File: src/rtl/dpst_pkg.sv
package dpst_pkg;

  typedef enum logic [1:0] {
    ST_IDLE = 2'd0,
    ST_FILL = 2'd1,
    ST_SCAN = 2'd2
  } dpst_state_t;

  // Alternating bits, odd positions set; sliced to the word width.
  localparam logic [63:0] ALT_ODD_BITS = 64'hAAAA_AAAA_AAAA_AAAA;

endpackage

File: src/rtl/dpst_seq.sv
module dpst_seq
  import dpst_pkg::*;
#(
  parameter int DEPTH = 16,
  parameter int W     = 10,
  localparam int AW   = (DEPTH > 1) ? $clog2(DEPTH) : 1
) (
  input  logic          clk,
  input  logic          rst_n,
  input  logic          en,
  output logic          active,
  output logic          t_we,
  output logic [AW-1:0] t_waddr,
  output logic [W-1:0]  t_wdata,
  output logic          t_re,
  output logic [AW-1:0] t_raddr,
  output logic          cmp_v,
  output logic [W-1:0]  cmp_exp
);

  localparam int CW = $clog2(DEPTH + 1);
  localparam logic [CW-1:0] LAST_ADDR = CW'(DEPTH - 1);
  localparam logic [CW-1:0] FLUSH_IDX = CW'(DEPTH);
  localparam logic [W-1:0]  BASE_PAT  = ALT_ODD_BITS[W-1:0];

  dpst_state_t   st_q;
  logic [CW-1:0] rp_q;   // read index within pass (DEPTH = flush slot)
  logic          pv_q;   // a read was issued last cycle
  logic [AW-1:0] pa_q;   // address of that read, written back this cycle
  logic          ph_q;   // 0: expect base pattern, 1: expect inverse

  always_ff @(posedge clk or negedge rst_n) begin
    if (!rst_n) begin
      st_q <= ST_IDLE;
      rp_q <= '0;
      pv_q <= 1'b0;
      pa_q <= '0;
      ph_q <= 1'b0;
    end else if (!en) begin
      st_q <= ST_IDLE;
      rp_q <= '0;
      pv_q <= 1'b0;
      ph_q <= 1'b0;
    end else begin
      unique case (st_q)
        ST_IDLE: begin
          st_q <= ST_FILL;
          rp_q <= '0;
        end
        ST_FILL: begin
          if (rp_q == LAST_ADDR) begin
            st_q <= ST_SCAN;
            rp_q <= '0;
            ph_q <= 1'b0;
            pv_q <= 1'b0;
          end else begin
            rp_q <= rp_q + 1'b1;
          end
        end
        ST_SCAN: begin
          pv_q <= (rp_q != FLUSH_IDX);
          pa_q <= rp_q[AW-1:0];
          if (rp_q == FLUSH_IDX) begin
            rp_q <= '0;
            ph_q <= ~ph_q;
          end else begin
            rp_q <= rp_q + 1'b1;
          end
        end
        default: st_q <= ST_IDLE;
      endcase
    end
  end

  always_comb begin
    active  = (st_q != ST_IDLE);
    cmp_exp = ph_q ? ~BASE_PAT : BASE_PAT;
    t_re    = (st_q == ST_SCAN) && (rp_q != FLUSH_IDX);
    t_raddr = rp_q[AW-1:0];
    cmp_v   = (st_q == ST_SCAN) && pv_q;
    t_we    = 1'b0;
    t_waddr = pa_q;
    t_wdata = ~cmp_exp;
    if (st_q == ST_FILL) begin
      t_we    = 1'b1;
      t_waddr = rp_q[AW-1:0];
      t_wdata = BASE_PAT;
    end else if (st_q == ST_SCAN) begin
      t_we    = pv_q;
    end
  end


  property p_sep;
    @(posedge clk) disable iff (!rst_n) (t_we && t_re) |-> (t_waddr != t_raddr);
  endproperty
  addr_sep_chk: assert property (p_sep);


  property p_trail;
    @(posedge clk) disable iff (!rst_n)
      (t_re && en) |=> (t_we && (t_waddr == $past(t_raddr)));
  endproperty
  write_trails_read_chk: assert property (p_trail);


  property p_phase;
    @(posedge clk) disable iff (!rst_n)
      (cmp_v && t_re && en) |=> (cmp_exp == $past(cmp_exp));
  endproperty
  phase_steady_chk: assert property (p_phase);

endmodule

File: src/rtl/dpst_cmp.sv
module dpst_cmp #(
  parameter int W = 10
) (
  input  logic         clk,
  input  logic         rst_n,
  input  logic         active,
  input  logic         cmp_v,
  input  logic [W-1:0] cmp_exp,
  input  logic [W-1:0] rdata,
  output logic         fail
);

  logic fail_q;

  always_ff @(posedge clk or negedge rst_n) begin
    if (!rst_n) fail_q <= 1'b0;
    else        fail_q <= active && cmp_v && (rdata != cmp_exp);
  end

  assign fail = fail_q;


  property p_fail_src;
    @(posedge clk) disable iff (!rst_n) fail |-> $past(cmp_v);
  endproperty
  fail_has_cmp_chk: assert property (p_fail_src);

endmodule

File: src/rtl/dpst_mux.sv
module dpst_mux #(
  parameter int AW = 4,
  parameter int W  = 10
) (
  input  logic          sel_test,
  input  logic          u_we,
  input  logic [AW-1:0] u_waddr,
  input  logic [W-1:0]  u_wdata,
  input  logic          u_re,
  input  logic [AW-1:0] u_raddr,
  input  logic          t_we,
  input  logic [AW-1:0] t_waddr,
  input  logic [W-1:0]  t_wdata,
  input  logic          t_re,
  input  logic [AW-1:0] t_raddr,
  output logic          m_we,
  output logic [AW-1:0] m_waddr,
  output logic [W-1:0]  m_wdata,
  output logic          m_re,
  output logic [AW-1:0] m_raddr
);

  always_comb begin
    if (sel_test) begin
      m_we    = t_we;
      m_waddr = t_waddr;
      m_wdata = t_wdata;
      m_re    = t_re;
      m_raddr = t_raddr;
    end else begin
      m_we    = u_we;
      m_waddr = u_waddr;
      m_wdata = u_wdata;
      m_re    = u_re;
      m_raddr = u_raddr;
    end
  end

endmodule

File: src/rtl/dpram_selftest.sv
module dpram_selftest #(
  parameter int DEPTH = 16,
  parameter int W     = 10,
  localparam int AW   = (DEPTH > 1) ? $clog2(DEPTH) : 1
) (
  input  logic          clk,
  input  logic          rst_n,
  input  logic          test_en,
  input  logic          usr_we,
  input  logic [AW-1:0] usr_waddr,
  input  logic [W-1:0]  usr_wdata,
  input  logic          usr_re,
  input  logic [AW-1:0] usr_raddr,
  output logic [W-1:0]  usr_rdata,
  output logic          ram_we,
  output logic [AW-1:0] ram_waddr,
  output logic [W-1:0]  ram_wdata,
  output logic          ram_re,
  output logic [AW-1:0] ram_raddr,
  input  logic [W-1:0]  ram_rdata,
  output logic          test_fail
);

  logic          active;
  logic          t_we, t_re, cmp_v;
  logic [AW-1:0] t_waddr, t_raddr;
  logic [W-1:0]  t_wdata, cmp_exp;

  dpst_seq #(.DEPTH(DEPTH), .W(W)) u_seq (
    .clk(clk), .rst_n(rst_n), .en(test_en), .active(active),
    .t_we(t_we), .t_waddr(t_waddr), .t_wdata(t_wdata),
    .t_re(t_re), .t_raddr(t_raddr), .cmp_v(cmp_v), .cmp_exp(cmp_exp)
  );

  dpst_cmp #(.W(W)) u_cmp (
    .clk(clk), .rst_n(rst_n), .active(active), .cmp_v(cmp_v),
    .cmp_exp(cmp_exp), .rdata(ram_rdata), .fail(test_fail)
  );

  dpst_mux #(.AW(AW), .W(W)) u_mux (
    .sel_test(active),
    .u_we(usr_we), .u_waddr(usr_waddr), .u_wdata(usr_wdata),
    .u_re(usr_re), .u_raddr(usr_raddr),
    .t_we(t_we), .t_waddr(t_waddr), .t_wdata(t_wdata),
    .t_re(t_re), .t_raddr(t_raddr),
    .m_we(ram_we), .m_waddr(ram_waddr), .m_wdata(ram_wdata),
    .m_re(ram_re), .m_raddr(ram_raddr)
  );

  assign usr_rdata = ram_rdata;


  property p_fail_lat;
    @(posedge clk) disable iff (!rst_n) test_fail |-> $past(ram_re, 2);
  endproperty
  fail_latency_chk: assert property (p_fail_lat);


  property p_fill_start;
    @(posedge clk) disable iff (!rst_n)
      $rose(active) |-> (ram_we && (ram_waddr == '0) && !ram_re);
  endproperty
  fill_start_chk: assert property (p_fill_start);


  property p_idle_pass;
    @(posedge clk) disable iff (!rst_n)
      (!test_en && !$past(test_en)) |-> (ram_re == usr_re && ram_we == usr_we && !test_fail);
  endproperty
  idle_pass_chk: assert property (p_idle_pass);

endmodule

File: config.mk
export PLATFORM = sky130hd
export DESIGN_NAME = dpram_selftest
export DESIGN_NICKNAME = d
export VERILOG_FILES = /design/src/rtl/dpst_pkg.sv /design/src/rtl/dpst_seq.sv /design/src/rtl/dpst_cmp.sv /design/src/rtl/dpst_mux.sv /design/src/rtl/dpram_selftest.sv
export SDC_FILE = /design/constraint.sdc
export NUM_CORES = 1
export LEC_CHECK = 0
export ABC_CLOCK_PERIOD_IN_PS = 1600
export BUFFER_PORTS_ARGS = -buffer_cell sky130_fd_sc_hd__buf_2
export CORE_UTILIZATION = 44
export CTS_BUF_LIST = sky130_fd_sc_hd__clkbuf_16
export CTS_CLUSTER_SIZE = 20
export DETAILED_ROUTE_END_ITERATION = 7
export PLACE_DENSITY = 0.77
export SETUP_SLACK_MARGIN = 0.4
export SLEW_MARGIN = 20
export SYNTH_ARGS = -nofsm -noshare
export SYNTH_HDL_FRONTEND = slang
export SYNTH_HIERARCHICAL = 1
export SYNTH_SLANG_ARGS = --single-unit
File: constraint.sdc
create_clock -name clk -period 1.6 [get_ports clk]
set_input_delay 0.16 -clock clk [delete_from_list [all_inputs] [get_ports clk]]
set_output_delay 0.16 -clock clk [all_outputs]
set_load 0.01 [all_outputs]
==> results.txt, run 1 <==
----------------------------------------------------
[Finish]
  Number of nets in the finished design ... 280
  Area growth from synthesis to layout ... 65.1%
  Antenna cell count ... 0
  Layout cell share with drive strength beyond 1 ... 73.5%
  Most common library cell in the layout ignoring fill and taps ... buf_2
  Utilization of the core after routing ... 75.9%
  Final non-filler cell area ... 2550 um2
  Commonest cells after routing, fill and taps aside ... buf_2, buf_6, mux2_4

[Yosys]
  Synthesized area ... 1550 um2
  Async S/R FF share, synth ... 100%
  Total of flip-flops plus latches after synthesis ... 14
  Net Count, Synth ... 201
  Number of different library cells in the post-synthesis netlist ... 34
  Number of enable flip-flop cells after synthesis ... 0
  Synth Area per Inst ... 9.67 um2
  Fraction of the yosys area taken by sequential cells ... 22.7%
  Primary flip-flop cell chosen by synthesis mapping ... dfrtp_1
  Number of warnings printed during yosys synthesis ... 6
  Synthesized instance count ... 160

[Global route]
  Pin count of the biggest net entering global routing ... 15
  Initial antenna violation count ... 0
  First-pass GRT wire length ... 6.23 mm
  Overflow left after global routing ... 0
  Number of global-route vias before repair ... 1365
  Total GRT Usage ... 24.1%

[Run status]
  Violated checks ... negative setup slack
  Status ... complete, but fails checks

[Floorplanning]
  DIE AREA ... 3760 um2
  Row Count ... 21
  Height of the die ... 61.3 um
  IO Count ... 64
  Initial Util ... 46.0%
  Area of the core ... 3360 um2
  Horizontal die dimension ... 61.3 um

[Placement]
  Final HPWL from detailed placement ... 2.45 mm
  Place WS ... -20.5 ps
  Placer congestion estimate ... 0.733
  Post-detailed-placement cell area ... 1870 um2
  Number of I/O port buffers ... 63

[Timing]
  Pins Over Slew Limit ... 0
  RSZ-0062 raised after global routing ... yes
  Final period util ... 119%
  Setup tns final ... -6810 ps
  Endpoints failing setup ... 31
  Highest Clock Rate ... 0.524 GHz
  Final setup skew ... 1.54 ps
  Hold violation count in the final report ... 0
  Final worst path period need ... 1910 ps
  Setup ws final ... -310 ps
  Worst Tran Pin Value ... 340 ps
  Worst relative slew slack ... 77.4%

[Power]
  VDD IR max ... 0.000423 V
  P per Cell Area ... 629 nW/um2
  Leakage ... 1.26 nW

[Worst setup path]
  Worst setup path endpoint ... ram_waddr[1]
  Critical path cell sequence ... inv_2, ha_4, mux2_4, mux2_4, buf_6
  Cell seen most often among critical-path stages ... mux2_4
  Data required time of the worst path ... 1440 ps
  Crit-path slowest cell ... dfrtp_1
  Highest cell delay on the worst timing path ... 420 ps
  Worst-path fanout max ... 7
  Arrival @ worst endpoint ... 1750 ps
  Worst reg-to-reg path cell count ... 8
  Reg2Reg Capture Point ... u_seq/rp_q[1]
  Kind of launch point of the worst setup path ... register
  Critical path class ... reg -> out
  Critical R2R Launch ... u_seq/st_q[1]
  Worst reg-to-reg setup slack ... -200 ps
  Worst setup path start ... u_seq/st_q[1]
  Kind of end point of the critical path ... output port

[Drt]
  Count of TritonRoute iterations in the first routing pass ... 4
  Average routed wire per standard cell ... 19.4 um
  Post-route antenna net violation count ... 0
  Starting DRT DRC Count ... 61
  Wire length after detailed routing ... 5.50 mm
  Drc violations ... 0
  Total via count in the routed design ... 1498
  Ratio of routed vias to standard cells ... 5.27

[CTS]
  H-tree depth reported by CTS ... 1
  CTS tree ... built
  Later-pin clock latency in the skew report ... 250 ps
  Sink Count ... 14
  Root Driver ... clkbuf_16
  Largest buffer count on any clock path ... 2
  Clock buffers created by TritonCTS ... 3
  Worst-path clk slew ... 50 ps

[Worst hold path]
  Hold Crit Class ... in -> reg

[Flow run]
  Max cap viols ... 0

----------------------------------------------------
-- per-stage QoR --
step	std cells	hold WS [ps]	total power, W
2_1_floorplan	160	-136	0.000733
3_3_place_gp	249	74.3	0.000841
3_5_place_dp	249	73.9	0.000848
4_1_cts	270	235	0.00152
5_1_grt	284	266	0.00167
6_report	284	260	0.00161
-- flip-flops by register name (all words and copies together), names as in the netlist --
signal,flops
u_seq/pv_q,1
u_cmp/fail,1
u_seq/st_q,2
u_seq/rp_q,5
u_seq/ph_q,1
u_seq/pa_q,4
-- cell type report --
type,count,area [um2]
clock inverters,1,3.75
well taps,46,57.6
fillers,191,810
repair buffers,110,937
flip-flops and latches,14,352
inverters,11,56.3
clock buffers,3,75.1
multi-input cells,99,1070
-- critical path: cells and delay by family, from the launching register on --
kind                       cells  cell delay [ps]
muxes                          2              590
DFF                            1              420
buffers and inverters          2              260
adders and majority gates      1              220
-- cell families after synthesis --
| kind of cell | synth area share [%] |
|---|---|
| fa+ha+maj | 6.47 |
| simple gates | 12.3 |
| compound gates | 8.50 |
| flops | 22.7 |
| buf+inv | 20.1 |
| xor+xnor | 6.23 |
| mux | 23.8 |
-- worst min-delay path by stage --
stage	end	slack (ps)	cells after the start	startpoint
floorplan	u_cmp/fail	-140	0	rst_n
global placement	u_seq/pa_q[0]	70	1	rst_n
detailed placement	u_seq/pa_q[0]	70	1	rst_n
CTS	u_seq/ph_q	230	2	test_en
global route	u_seq/ph_q	270	2	test_en
finish	u_seq/pv_q	260	2	test_en
-- report_power, final --
| group | internal, W | total, W | switching (W) | leakage, nW |
|---|---|---|---|---|
| clock | 0.000331 | 0.000482 | 0.000151 | 0.0385 |
| sequential | 0.000360 | 0.000366 | 0.00000620 | 0.193 |
| combinational | 0.000446 | 0.000757 | 0.000311 | 1.03 |
-- per-layer routing --
layer  wire length [um]  track usage [%]
met1               2000             24.8
met5                  0                0
met3                408             4.20
met2               2750             44.1
met4                334             16.6
-- what timing repair did --
action                                 CTS  global route
pin swaps                               12            21
hold buffers                             1             0
setup buffers                           15            14
endpoints found under the hold margin   14             0
cloned                                   1             0
resized for setup                       59            24
setup endpoints to repair               34            34
-- synthesized netlist by cell type, drive strengths merged (2+ instances only) --
master   n  area [um2]
o21a     2        15.0
nand2   13        48.8
or2      2        12.5
ha       8         100
nor2b    2        12.5
a21oi    3        15.0
dfrtp   14         350
clkbuf   2        8.75
nor2     4        15.0
nand3    5        25.0
a22o     3        26.3
xor2    10        87.6
nor4     2        12.5
inv     11        41.3
o21ai    7        35.0
mux2    26         368
buf     34         260
Note: power is estimated with default switching activity, not from simulation.
==> run 2, diff against run 1 <==
- CELL_PAD_IN_SITES_DETAIL_PLACEMENT: default -> 1
- CELL_PAD_IN_SITES_GLOBAL_PLACEMENT: default -> 2
- CORE_UTILIZATION: 44 -> 25
- PLACE_DENSITY: 0.77 -> default
- PLACE_DENSITY_LB_ADDON: default -> 0.1
==> run 2 against run 1 <==
Compared with the run above:
- first-iteration DRC count is 75% lower
- cell count is 6.3% higher
- power is 6.7% lower
- the flow still finishes with violations (negative setup slack)
- global-route usage is 11 points lower
- worst hold slack better by 24 ps
- non-clock buffer count is 11 lower
- worst setup slack better by 70 ps
- largest cell class unchanged
- utilization is 35 points lower
- register-to-register slack better by 140 ps
- die area is 73% higher
==> results.txt, run 2 (same netlist as run 1, synthesis figures left out) <==
----------------------------------------------------
[Timing]
  Worst Tran Pin Value ... 358 ps (+18.3 ps)
  RSZ-0062 raised after global routing ... yes
  Hold violation count in the final report ... 0 (unchanged)
  Worst hold slack across all endpoints ... 284 ps (+23.6 ps)
  Final setup skew ... 2.56 ps (+1.02 ps)
  Setup ws final ... -240 ps (+70.2 ps)
  Endpoints failing setup ... 26 (-16%)
  Final period util ... 115% (-4.4 points)
  Final worst path period need ... 1840 ps (-70.2 ps)
  Pins Over Slew Limit ... 0 (unchanged)
  Worst relative slew slack ... 76.1% (-1.2 points)
  Highest Clock Rate ... 0.544 GHz (+3.8%)

[Drt]
  Average routed wire per standard cell ... 14.1 um (-27%)
  Total via count in the routed design ... 1308 (-13%)
  Drc violations ... 0 (unchanged)
  Met3 wire len ... 227 um (-44%)
  Detailed-routing wirelength on met1 ... 1.75 mm (-13%)
  Highest signal layer in the routed design ... met4
  Detail Route met2 WL ... 2.23 mm (-19%)
  Wire length after detailed routing ... 4.24 mm (-23%)
  Count of TritonRoute iterations in the first routing pass ... 4 (unchanged)
  Starting DRT DRC Count ... 15 (-75%)
  Ratio of routed vias to standard cells ... 4.33 (-18%)
  Post-route antenna net violation count ... 0 (unchanged)

[Finish]
  Most common library cell in the layout ignoring fill and taps ... buf_2
  FILL cells ... 696 (+260%)
  Area growth from synthesis to layout ... 56.6%
  Largest reg by FF count ... u_seq/rp_q
  Max FFs per register ... 5 (unchanged)
  Registers with the highest flip-flop counts ... u_seq/rp_q x5, u_seq/pa_q x4, u_seq/st_q x2
  Area taken by multi-input logic gates ... 1100 um2 (+2.9%)
  Sequential cell area ... 352 um2 (unchanged)
  Layout cell share with drive strength beyond 1 ... 72.7% (-0.84 points)
  Number of nets in the finished design ... 269 (-3.9%)
  Antenna cell count ... 0 (unchanged)
  Filler-free cell count of the finished design ... 302 (+6.3%)
  Commonest cells after routing, fill and taps aside ... buf_2, mux2_4, buf_4

[Worst setup path]
  Critical R2R Launch ... u_seq/rp_q[0]
  Cell seen most often among critical-path stages ... mux2_4
  Worst setup path start ... u_seq/st_q[1]
  Worst setup path endpoint ... ram_waddr[3]
  Worst reg-to-reg setup slack ... -60 ps (+140 ps)
  Crit-path slowest cell ... dfrtp_1
  Kind of launch point of the worst setup path ... register
  Critical path class ... reg -> out
  Arrival @ worst endpoint ... 1680 ps (-70 ps)
  Worst-path fanout max ... 7 (unchanged)
  Highest cell delay on the worst timing path ... 420 ps (about the same)
  Reg2Reg Capture Point ... u_seq/rp_q[2]
  Critical path cell sequence ... inv_2, ha_4, mux2_4, mux2_4, buf_6
  Kind of end point of the critical path ... output port
  Worst reg-to-reg path cell count ... 10 (+2)
  Data required time of the worst path ... 1440 ps (about the same)

[CTS]
  Sink Count ... 14 (unchanged)
  Clock buffers created by TritonCTS ... 3 (unchanged)
  Root Driver ... clkbuf_16
  H-tree depth reported by CTS ... 1 (unchanged)
  Later-pin clock latency in the skew report ... 240 ps (about the same)
  Worst-path clk slew ... 50 ps (about the same)
  Largest buffer count on any clock path ... 2 (unchanged)
  CTS tree ... built

[Power]
  Leakage ... 1.17 nW (-7.4%)
  P per Cell Area ... 618 nW/um2 (-1.7%)
  VDD IR max ... 0.000268 V (-37%)
  Pwr Total ... 0.00150 W (-6.7%)

[Global route]
  Pin count of the biggest net entering global routing ... 20 (+5)
  Overflow left after global routing ... 0 (unchanged)
  Initial antenna violation count ... 0 (unchanged)
  Number of global-route vias before repair ... 1402 (+2.7%)
  Total GRT Usage ... 13.2% (-11 points)
  First-pass GRT wire length ... 6.47 mm (+3.8%)

[Worst hold path]
  Hold Crit Class ... in -> reg

[Placement]
  Number of I/O port buffers ... 63 (unchanged)
  Placer congestion estimate ... 0.727 (-0.82%)
  Final HPWL from detailed placement ... 3.09 mm (+26%)
  Place WS ... -43.8 ps (-23.3 ps)
  Placed cells ... 279 (+12%)

[Floorplanning]
  Row Count ... 28 (+33%)
  DIE AREA ... 6500 um2 (+73%)
  Height of the die ... 80.7 um (+32%)
  IO Count ... 64 (unchanged)
  Initial Util ... 26.0% (-20 points)
  Horizontal die dimension ... 80.7 um (+32%)
  Area of the core ... 5960 um2 (+77%)

[Run status]
  Status ... complete, but fails checks
  Violated checks ... negative setup slack

[Flow run]
  Max cap viols ... 0 (unchanged)

----------------------------------------------------
-- run 2: repair_timing --
item	4_1_cts	5_1_grt
setup buffers	9	6
cloned	0	3
gates resized for setup	44	13
pin swaps	11	14
hold endpoints to repair	14	0
hold buffers	1	0
endpoints found under the setup margin	34	34
-- run 2: worst min-delay path by stage --
stage / depth (start not counted) / endpoint / startpoint
finish: 2 / u_seq/ph_q / test_en
global route: 2 / u_seq/ph_q / test_en
CTS: 3 / u_seq/st_q[1] / test_en
detailed placement: 1 / u_seq/pa_q[1] / rst_n
global placement: 1 / u_seq/pa_q[0] / rst_n
floorplan: 0 / u_cmp/fail / rst_n
-- run 2: metal layers --
layer | vias up | track usage [%]
li1 | 641 | -
met1 | 617 | 15.2
met2 | 46 | 24.7
met3 | 4 | 1.70
met4 | 0 | 4.64
met5 | - | 0
-- run 2: cell type report --
type / count / share of cell area (%)
clock buffers: 3 / 3.10
clock inverters: 1 / 0.155
inverters: 11 / 2.07
multi-input cells: 99 / 45.6
flip-flops and latches: 14 / 14.5
well taps: 75 / 3.87
repair buffers: 99 / 30.7
-- run 2: stage by stage --
stage	setup TNS [ps]	instance area (um2)	utilization, %
6_report	-4540	2420	40.7
5_1_grt	-6320	2420	40.7
3_3_place_gp	-51.4	1910	32.1
3_5_place_dp	-322	1910	32.1
4_1_cts	-4980	2260	37.9
2_1_floorplan	0	1630	-
-- run 2: worst max-delay path: cells and delay by family, from the launching register on --
family,cells,cell delay (ps)
muxes,2,570
DFF,1,420
buffers and inverters,2,240
adders and majority gates,1,210
-- run 2: where the power goes --
| group | switching [W] | total (W) | internal [W] | leakage [nW] |
|---|---|---|---|---|
| registers | 0.00000533 | 0.000365 | 0.000360 | 0.193 |
| clock network | 0.000152 | 0.000483 | 0.000331 | 0.0385 |
| logic | 0.000267 | 0.000649 | 0.000383 | 0.937 |
| total | 0.000424 | 0.00150 | 0.00107 | 1.17 |
